File: config.mk
export PLATFORM = sky130hd
export DESIGN_NAME = sd_init_seq
export DESIGN_NICKNAME = d
export VERILOG_FILES = /design/src/rtl/sd_init_pkg.sv /design/src/rtl/sd_init_warm.sv /design/src/rtl/sd_init_poll.sv /design/src/rtl/sd_init_rchk.sv /design/src/rtl/sd_init_seq.sv
export SDC_FILE = /design/constraint.sdc
export NUM_CORES = 1
export LEC_CHECK = 0
export BUFFER_PORTS_ARGS = -buffer_cell sky130_fd_sc_hd__buf_2
export CORE_MARGIN = 2
export CORE_UTILIZATION = 41
export DETAILED_ROUTE_END_ITERATION = 8
export PLACE_DENSITY = 0.84
export SLEW_MARGIN = 20
export SYNTH_ARGS = -nofsm -noshare
export SYNTH_HDL_FRONTEND = slang
export SYNTH_SLANG_ARGS = --single-unit
File: constraint.sdc
create_clock -name clk_i -period 1.7 [get_ports clk_i]
set_clock_uncertainty 0.15 [all_clocks]
set_input_delay 0.17 -clock clk_i [delete_from_list [all_inputs] [get_ports clk_i]]
set_output_delay 0.17 -clock clk_i [all_outputs]
set_load 0.02 [all_outputs]
File: src/rtl/sd_init_pkg.sv
package sd_init_pkg;
  typedef enum logic [2:0] {
    S_IDLE, S_WARM, S_CMD0, S_CMD55, S_ACMD41, S_CMD2, S_DONE, S_FAIL
  } state_e;

  typedef enum logic [2:0] {
    E_NONE = 3'd0, E_TMO = 3'd1, E_CRC = 3'd2, E_POLL = 3'd3, E_IDX = 3'd4
  } err_e;

  typedef enum logic [1:0] {
    RK_NONE = 2'd0, RK_SHORT = 2'd1, RK_LONG = 2'd2
  } rsp_kind_e;

  localparam logic [5:0]  IDX_GO_IDLE  = 6'd0;
  localparam logic [5:0]  IDX_ALL_CID  = 6'd2;
  localparam logic [5:0]  IDX_APP_CMD  = 6'd55;
  localparam logic [5:0]  IDX_OP_COND  = 6'd41;
  localparam logic [5:0]  IDX_NO_ECHO  = 6'd63;
  localparam logic [31:0] ARG_OP_COND  = 32'h0010_0000;
endpackage

File: src/rtl/sd_init_warm.sv
module sd_init_warm #(
  parameter int unsigned INIT_CLKS = 74
) (
  input  logic clk_i,
  input  logic rst_ni,
  input  logic en_i,
  output logic done_o
);
  localparam int unsigned CW = $clog2(INIT_CLKS + 1);
  localparam logic [CW-1:0] LAST = CW'(INIT_CLKS - 1);

  logic [CW-1:0] cnt_q;

  always_ff @(posedge clk_i or negedge rst_ni) begin
    if (!rst_ni)    cnt_q <= '0;
    else if (!en_i) cnt_q <= '0;
    else            cnt_q <= cnt_q + 1'b1;
  end

  assign done_o = en_i && (cnt_q == LAST);
endmodule

File: src/rtl/sd_init_poll.sv
module sd_init_poll #(
  parameter int unsigned MAX_POLLS = 8
) (
  input  logic clk_i,
  input  logic rst_ni,
  input  logic clr_i,
  input  logic inc_i,
  output logic last_o
);
  localparam int unsigned CW = $clog2(MAX_POLLS + 1);
  localparam logic [CW-1:0] LAST = CW'(MAX_POLLS - 1);

  logic [CW-1:0] cnt_q;

  always_ff @(posedge clk_i or negedge rst_ni) begin
    if (!rst_ni)     cnt_q <= '0;
    else if (clr_i)  cnt_q <= '0;
    else if (inc_i)  cnt_q <= cnt_q + 1'b1;
  end

  // this busy reply is the last one allowed
  assign last_o = (cnt_q == LAST);
endmodule

File: src/rtl/sd_init_rchk.sv
module sd_init_rchk
  import sd_init_pkg::*;
(
  input  state_e     state_i,
  input  logic       tmo_i,
  input  logic       crc_err_i,
  input  logic [5:0] idx_i,
  output err_e       err_o
);
  logic is_op;
  logic idx_bad;

  assign is_op   = (state_i == S_ACMD41);
  assign idx_bad = ((state_i == S_CMD55) && (idx_i != IDX_APP_CMD)) ||
                   (is_op && (idx_i != IDX_NO_ECHO));

  always_comb begin
    if (tmo_i)                  err_o = E_TMO;
    else if (crc_err_i && !is_op) err_o = E_CRC;  // op-cond reply has no valid CRC
    else if (idx_bad)           err_o = E_IDX;
    else                        err_o = E_NONE;
  end
endmodule

File: src/rtl/sd_init_seq.sv
module sd_init_seq
  import sd_init_pkg::*;
#(
  parameter int unsigned INIT_CLKS = 74,
  parameter int unsigned MAX_POLLS = 8
) (
  input  logic         clk_i,
  input  logic         rst_ni,
  input  logic         start_i,
  output logic         warm_o,
  output logic         req_o,
  output logic [5:0]   cmd_idx_o,
  output logic [31:0]  cmd_arg_o,
  output logic [1:0]   rsp_kind_o,
  input  logic         ack_i,
  input  logic         rsp_tmo_i,
  input  logic         rsp_crc_err_i,
  input  logic [5:0]   rsp_idx_i,
  input  logic [127:0] rsp_data_i,
  output logic         done_o,
  output logic         err_o,
  output logic [2:0]   err_code_o,
  output logic         card_ready_o,
  output logic [127:0] cid_o
);
  state_e       state_q;
  err_e         err_q;
  err_e         rsp_err;
  logic         rdy_q;
  logic [127:0] cid_q;
  logic         warm_done;
  logic         poll_last;
  logic         busy_rsp;

  assign busy_rsp = ack_i && (state_q == S_ACMD41) && (rsp_err == E_NONE) && !rsp_data_i[31];

  sd_init_warm #(.INIT_CLKS(INIT_CLKS)) warm_i (
    .clk_i, .rst_ni,
    .en_i   (state_q == S_WARM),
    .done_o (warm_done)
  );

  sd_init_poll #(.MAX_POLLS(MAX_POLLS)) poll_i (
    .clk_i, .rst_ni,
    .clr_i  (state_q == S_WARM),
    .inc_i  (busy_rsp),
    .last_o (poll_last)
  );

  sd_init_rchk rchk_i (
    .state_i   (state_q),
    .tmo_i     (rsp_tmo_i),
    .crc_err_i (rsp_crc_err_i),
    .idx_i     (rsp_idx_i),
    .err_o     (rsp_err)
  );

  always_ff @(posedge clk_i or negedge rst_ni) begin
    if (!rst_ni) begin
      state_q <= S_IDLE;
      err_q   <= E_NONE;
      rdy_q   <= 1'b0;
      cid_q   <= '0;
    end else begin
      case (state_q)
        S_IDLE, S_DONE, S_FAIL: if (start_i) begin
          state_q <= S_WARM;
          err_q   <= E_NONE;
          rdy_q   <= 1'b0;
          cid_q   <= '0;
        end
        S_WARM: if (warm_done) state_q <= S_CMD0;
        S_CMD0: if (ack_i) state_q <= S_CMD55;
        S_CMD55: if (ack_i) begin
          if (rsp_err != E_NONE) begin
            state_q <= S_FAIL;
            err_q   <= rsp_err;
          end else begin
            state_q <= S_ACMD41;
          end
        end
        S_ACMD41: if (ack_i) begin
          if (rsp_err != E_NONE) begin
            state_q <= S_FAIL;
            err_q   <= rsp_err;
          end else if (rsp_data_i[31]) begin
            rdy_q   <= 1'b1;
            state_q <= S_CMD2;
          end else if (poll_last) begin
            state_q <= S_FAIL;
            err_q   <= E_POLL;
          end else begin
            state_q <= S_CMD55;
          end
        end
        S_CMD2: if (ack_i) begin
          if (rsp_err != E_NONE) begin
            state_q <= S_FAIL;
            err_q   <= rsp_err;
          end else begin
            cid_q   <= rsp_data_i;
            state_q <= S_DONE;
          end
        end
        default: state_q <= S_IDLE;
      endcase
    end
  end

  always_comb begin
    req_o      = 1'b1;
    cmd_idx_o  = IDX_GO_IDLE;
    cmd_arg_o  = '0;
    rsp_kind_o = RK_NONE;
    case (state_q)
      S_CMD0:   ;
      S_CMD55:  begin cmd_idx_o = IDX_APP_CMD; rsp_kind_o = RK_SHORT; end
      S_ACMD41: begin cmd_idx_o = IDX_OP_COND; cmd_arg_o = ARG_OP_COND; rsp_kind_o = RK_SHORT; end
      S_CMD2:   begin cmd_idx_o = IDX_ALL_CID; rsp_kind_o = RK_LONG; end
      default:  req_o = 1'b0;
    endcase
  end

  assign warm_o       = (state_q == S_WARM);
  assign done_o       = (state_q == S_DONE);
  assign err_o        = (state_q == S_FAIL);
  assign err_code_o   = err_q;
  assign card_ready_o = rdy_q;
  assign cid_o        = cid_q;
endmodule

# Yosys cells after proc, flatten, opt, wreduce, memory -nomap -nowiden
# Index checks and enable logic that the tools add are counted.
# W data, S select, Z words.
word_totals:
  reg_bits: 146
  input_bits: 140
  output_inout_bits: 176
  wordCells: 96
op_classes:
  n_addsub: 2
  n_eq_ne: 24
  muxes: 39
  reduce_logical: 25
op_table:
  columns: ["cell", "n"]
  rows:
  - ["$mux W128", 3]
  - ["$pmux W128 S2", 1]
  - ["$mux W3", 19]
  - ["$mux W21", 1]
  - ["$ne A2 B2 Y1 const B", 9]
  - ["$pmux W3 S6", 1]
  - ["$pmux W6 S3", 1]
  - ["$eq A3 B3 Y1 const B", 4]
  - ["$ne A6 B6 Y1 const B", 2]
  - ["$pmux W3 S3", 1]
  - ["$mux W4", 2]
  - ["$add A7 B1 Y7 const B", 1]
  - ["$eq A7 B7 Y1 const B", 1]
  - ["$logic_and A1 B1 Y1", 7]
  - ["$mux W7", 1]
  - ["$reduce_and A7 Y1", 1]
  - ["$eq A3 B2 Y1 const B", 2]
  - ["$logic_not A3 Y1", 2]
  - ["$mux W1", 6]
  - ["$ne A3 B3 Y1 const B", 2]
  - ["$reduce_and A6 Y1", 1]
  - ["$reduce_bool A2 Y1", 3]
  - ["$reduce_bool A3 Y1", 2]
  - ["$reduce_and A5 Y1", 1]
  - ["13 further kinds", 16]

# Depth between registers and ports, before layout
depth:
  word_depth: 11
  depth_mapped: 8
  depth_no_buf: 7

# Cells and area by module
# A second synthesis with hierarchy kept.
unflattened:
  cells_unflattened: 735
  area_unflattened_um2: 6598.8
modules_own_cells:
  columns: ["mod", "n_inst", "cells_per_inst", "area_per_inst_um2", "seq_area_each_um2"]
  rows:
  - ["sd_init_seq", 1, 674, 5967.0, 3378.2]
  - ["sd_init_warm", 1, 32, 347.8, 175.2]
  - ["sd_init_poll", 1, 18, 200.2, 100.1]
  - ["sd_init_rchk", 1, 11, 83.8, 0.0]

# Worst setup path before layout
# No wires, ideal clock.
synth_path:
  kind: "register to register"
  start: "register state_q[2]"
  end: "register err_q[2] (netlist: err_code_o[2])"
  arrival_ns: 1.848
  path_slack_ns: -0.423
  stages_incl_launch_ff: 7
  path_buffers: 1
  path_cell_list: "dfrtp_1 > buf_4 > xor2_1 > and2_1 > a41oi_4 > o41ai_2 > mux2_4"
synth_between:
  elab_chain_len: 10
synth_rtl:
  columns: ["element", "line", "source"]
  rows:
  - ["start, declared", "sd_init_seq.sv:26", "state_e state_q;"]
  - ["start signal, assigned", "sd_init_seq.sv:60", "state_q <= S_IDLE;"]
  - ["start signal, assigned", "sd_init_seq.sv:67", "state_q <= S_WARM;"]
  - ["start signal, assigned", "sd_init_seq.sv:72", "S_WARM: if (warm_done) state_q <= S_CMD0;"]
  - ["$eq A3 B2 Y1 / $eq A3 B3 Y1 (equally long branches)", "sd_init_rchk.sv:14, sd_init_seq.sv:65, sd_init_rchk.sv:13", null]
  - ["$logic_and A1 B1 Y1, on equally long branches", "sd_init_rchk.sv:14, sd_init_rchk.sv:15", null]
  - ["$logic_or A1 B1 Y1", "sd_init_rchk.sv:14", "assign idx_bad = ((state_i == S_CMD55) && (idx_i != IDX_APP_CMD)) ||"]
  - ["$mux W3", "sd_init_rchk.sv:20", "else if (idx_bad) err_o = E_IDX;"]
  - ["$mux W3", "sd_init_rchk.sv:19", "else if (crc_err_i && !is_op) err_o = E_CRC;"]
  - ["$mux W3", "sd_init_rchk.sv:18", "if (tmo_i) err_o = E_TMO;"]
  - ["$reduce_bool A3 Y1", "sd_init_seq.sv:75, sd_init_seq.sv:83, sd_init_seq.sv:97", null]
  - ["$mux W3", "sd_init_seq.sv:83", "if (rsp_err != E_NONE) begin"]
  - ["$mux W3", "sd_init_seq.sv:82", "S_ACMD41: if (ack_i) begin"]
  - ["$pmux W3 S3", "sd_init_seq.sv:65", "case (state_q)"]
  - ["end signal, assigned", "sd_init_seq.sv:77", "err_q <= rsp_err;"]
  - ["end signal, assigned", "sd_init_seq.sv:85", "err_q <= rsp_err;"]
  - ["end signal, assigned", "sd_init_seq.sv:99", "err_q <= rsp_err;"]
  - ["end, declared", "sd_init_seq.sv:27", "err_e err_q;"]
# Several ways; a longest one is shown, not always the timed one. The select of a mux whose other input is x is not followed.
# A chain may end at the register's enable or synchronous reset.

# Worst setup path in the final report
layout_path:
  start: "register state_q[0]"
  end: "register err_q[2] (netlist: err_code_o[2])"
# Same word-level chain as after synthesis.

==> metrics.cfg <==
[critical_path]
end_kind = flip-flop
setup.worst_path.start = state_q[0]
worst-setup-path-type = flip-flop to flip-flop
cp.required_ns = 1.84
r2r_start = state_q[0]
worst-path-max-fanout = 7
startpoint_type = flip-flop
crit_arrival_ns = 2.18

[routing]
wl_per_cell_um = 20.57
ant_nets = 0
drc = 0
dr.pass1.iters = 5
first_iter_violations = 550
routed-via-count = 6296
via_per_inst = 5.432
routed_wl_mm = 23.84

[power]
leakage_uw = 0.005698
comb_power_share = 0.429
switching_share = 0.3641
seq_power_share = 0.313
power_uw = 14500
power_density_nw_per_um2 = 1348
ir_worst_vdd_mv = 0.7151
p_sw_uw = 5279
power.share.clock = 0.258
p_int_uw = 9218

[sta]
post-route-min-period_ns = 2.038
slew_violations = 0
setup_viol = 151
fmaxAchievable_mhz = 490.7
rsz0062_at_grt = yes
hold_viol = 0
slew_headroom = 0.6178
worst_slack_ns = -0.3380
worstMarginPinSlew_ns = 0.5690
timing.hold.ws_ns = 0.06549
fin_crit_sh = 1.199

[placed_design]
portBuffers = 284
hpwlAfterDp_mm = 11.78
gp_congestion = 0.8541
placed_area_um2 = 8020

[cts]
cts_tree = done
numClockSinks = 146
cts_buffers = 17
clkLatencyLatePin_ns = 0.41
cts_buffer_depth = 2
htreeDepth = 4
root_buffer = clkbuf_16
path_clk_slew_ns = 0.06

[synthesis]
async_reset_ff_frac = 1.000
synth_commonest_cells = 146 x dfrtp_1, 130 x a22o_1, 46 x buf_4, 22 x buf_2, 22 x nor2_1
yosys.area.top_type_share = 0.5973
syn_area_per_cell_um2 = 12.82
ys_seq_area_frac = 0.5973
syn-cell-area_um2 = 6117
synth_edf_count = 0
synth_top_cell_by_area = dfrtp_1
synth_warnings = 0
ys_seq_elements = 146
synthDistinctLibCells = 51
netlist_top_cells_area = dfrtp_1 60%, a22o_1 19%, buf_4 5.6%
synth_most_common_cell = dfrtp_1
syn_inst = 477
synth_ff_type = dfrtp_1

[floorplanning]
ios = 316
die_area_um2 = 15910
die_h_um = 126.1
initial_core_util = 0.4209
dieWidth_um = 126.1
fp-row-count = 44
core_area_um2 = 14530

[layout]
fin_area_um2 = 10750
final_nets = 1102
areaGrowthSynthToFinish_pct = 75.76
drive_above_1_share = 0.4655

[global_route]
grtUsageMet1 = 0.3124
grtUsageMet2 = 0.4690
met3_usage = 0.05650
grt.total_usage = 0.2617
top_usage_layer = met2
antenna_found_initial = 2
grt_pass1_wl_mm = 32.84
first_global_vias = 6166
grt_start_max_net_pins = 57
overflow = 0

[outcome]
violations = negative setup slack
status = complete, but fails checks

[run]
cap_violations = 0

[hold_path]
hold_class = input pin to asynchronous set/reset pin

## layer usage
metal  wire, um  vias to the layer above
met4        895                        0
met3       1718                       92
met2      12460                      435
met1       8766                     3095
met5          0                        -
li1           -                     2674
## power groups by stage
stage          clock (uW)  combinational [uW]  sequential, uW
2_1_floorplan           0                2240            5180
3_3_place_gp            0                4380            4540
3_5_place_dp            0                4460            4570
4_1_cts              3810                5260            4460
5_1_grt              3970                6500            4580
6_report             3750                6220            4530
## flip-flops by register name, summed over array words and instances, names as in the netlist
register,count
err_code_o,3
warm_i.cnt_q,7
card_ready_o,1
state_q,3
cid_o,128
poll_i.cnt_q,4
## area by class of cell
type / instances / area (um^2)
Fill cell: 823 / 3782
Sequential cell: 146 / 3660
Multi-Input combinational cell: 282 / 2345
Clock buffer: 18 / 439.2
Clock inverter: 13 / 151.4
Inverter: 8 / 37.54
Antenna cell: 4 / 10.01
Tap cell: 184 / 230.2
Timing Repair Buffer: 504 / 3879
## per-stage QoR
step           setup WS (ns)  TNS (ns)  instances    util
2_1_floorplan        -0.1289    -9.957        507       -
3_3_place_gp         -0.2147    -19.72        959  0.5518
3_5_place_dp         -0.3049    -25.86        959  0.5518
4_1_cts              -0.2366    -27.12       1130  0.6981
5_1_grt              -0.3662    -41.95       1157  0.7394
6_report             -0.3380    -36.50       1159  0.7398
## worst max-delay path, stage by stage, from the launching register on
cell     delay [ns]
dfrtp_2        0.42
buf_8          0.15
nor4b_4        0.42
nor3b_4        0.10
a41oi_4        0.23
o41ai_4        0.14
mux2_4         0.32
## final timing paths
| path | end | slack [ns] | depth (start not counted) |
|---|---|---|---|
| min reg2reg | warm_i.cnt_q[0] | 0.33 | 1 |
| max | err_code_o[2] | -0.34 | 6 |
| max reg2reg | err_code_o[2] | -0.34 | 6 |
| max in group asynchronous | cid_o[50] | 0.74 | 3 |
| min | err_code_o[2] | 0.07 | 2 |
| min in group clk_i | state_q[1] | 0.13 | 4 |
## cell usage in the layout, fill, tap and decap left out, types with 4 or more instances in the layout
master | synthesis | final
nand3_1 | 11 | 5
xnor2_1 | 4 | 4
clkbuf_16 | 0 | 27
buf_4 | 46 | 52
nor2_1 | 22 | 18
xor2_1 | 6 | 5
conb_1 | 1 | 31
dlygate4sd3_1 | 0 | 130
a21oi_1 | 7 | 4
buf_12 | 0 | 12
nand2_1 | 14 | 12
buf_2 | 22 | 270
diode_2 | 0 | 4
a22o_1 | 130 | 130
inv_6 | 0 | 4
buf_6 | 1 | 28
dfrtp_1 | 146 | 143
inv_1 | 6 | 4
## what timing repair did
item,4_1_cts,5_1_grt
resized for setup,39,46
pin swaps,10,23
setup endpoints to repair,151,151
hold buffers,130,0
endpoints found under the hold margin,275,0
gates cloned,0,12
setup buffers,10,15
## logic make-up (layout without fill, tap and decap cells)
| group | after synthesis | in the layout | share of synthesized area |
|---|---|---|---|
| AO/OA/AOI/OAI | 156 | 156 | 0.2215 |
| XOR/XNOR | 10 | 10 | 0.01432 |
| adder cells (fa/ha/maj) | 3 | 3 | 0.006137 |
| buffers and inverters | 79 | 543 | 0.08243 |
| flip-flops | 146 | 146 | 0.5973 |
| multiplexers | 1 | 1 | 0.002454 |
| other | 1 | 35 | 0.0006130 |
| AND/OR/NAND/NOR | 81 | 81 | 0.07527 |
Power figures use the tool's default switching activity.
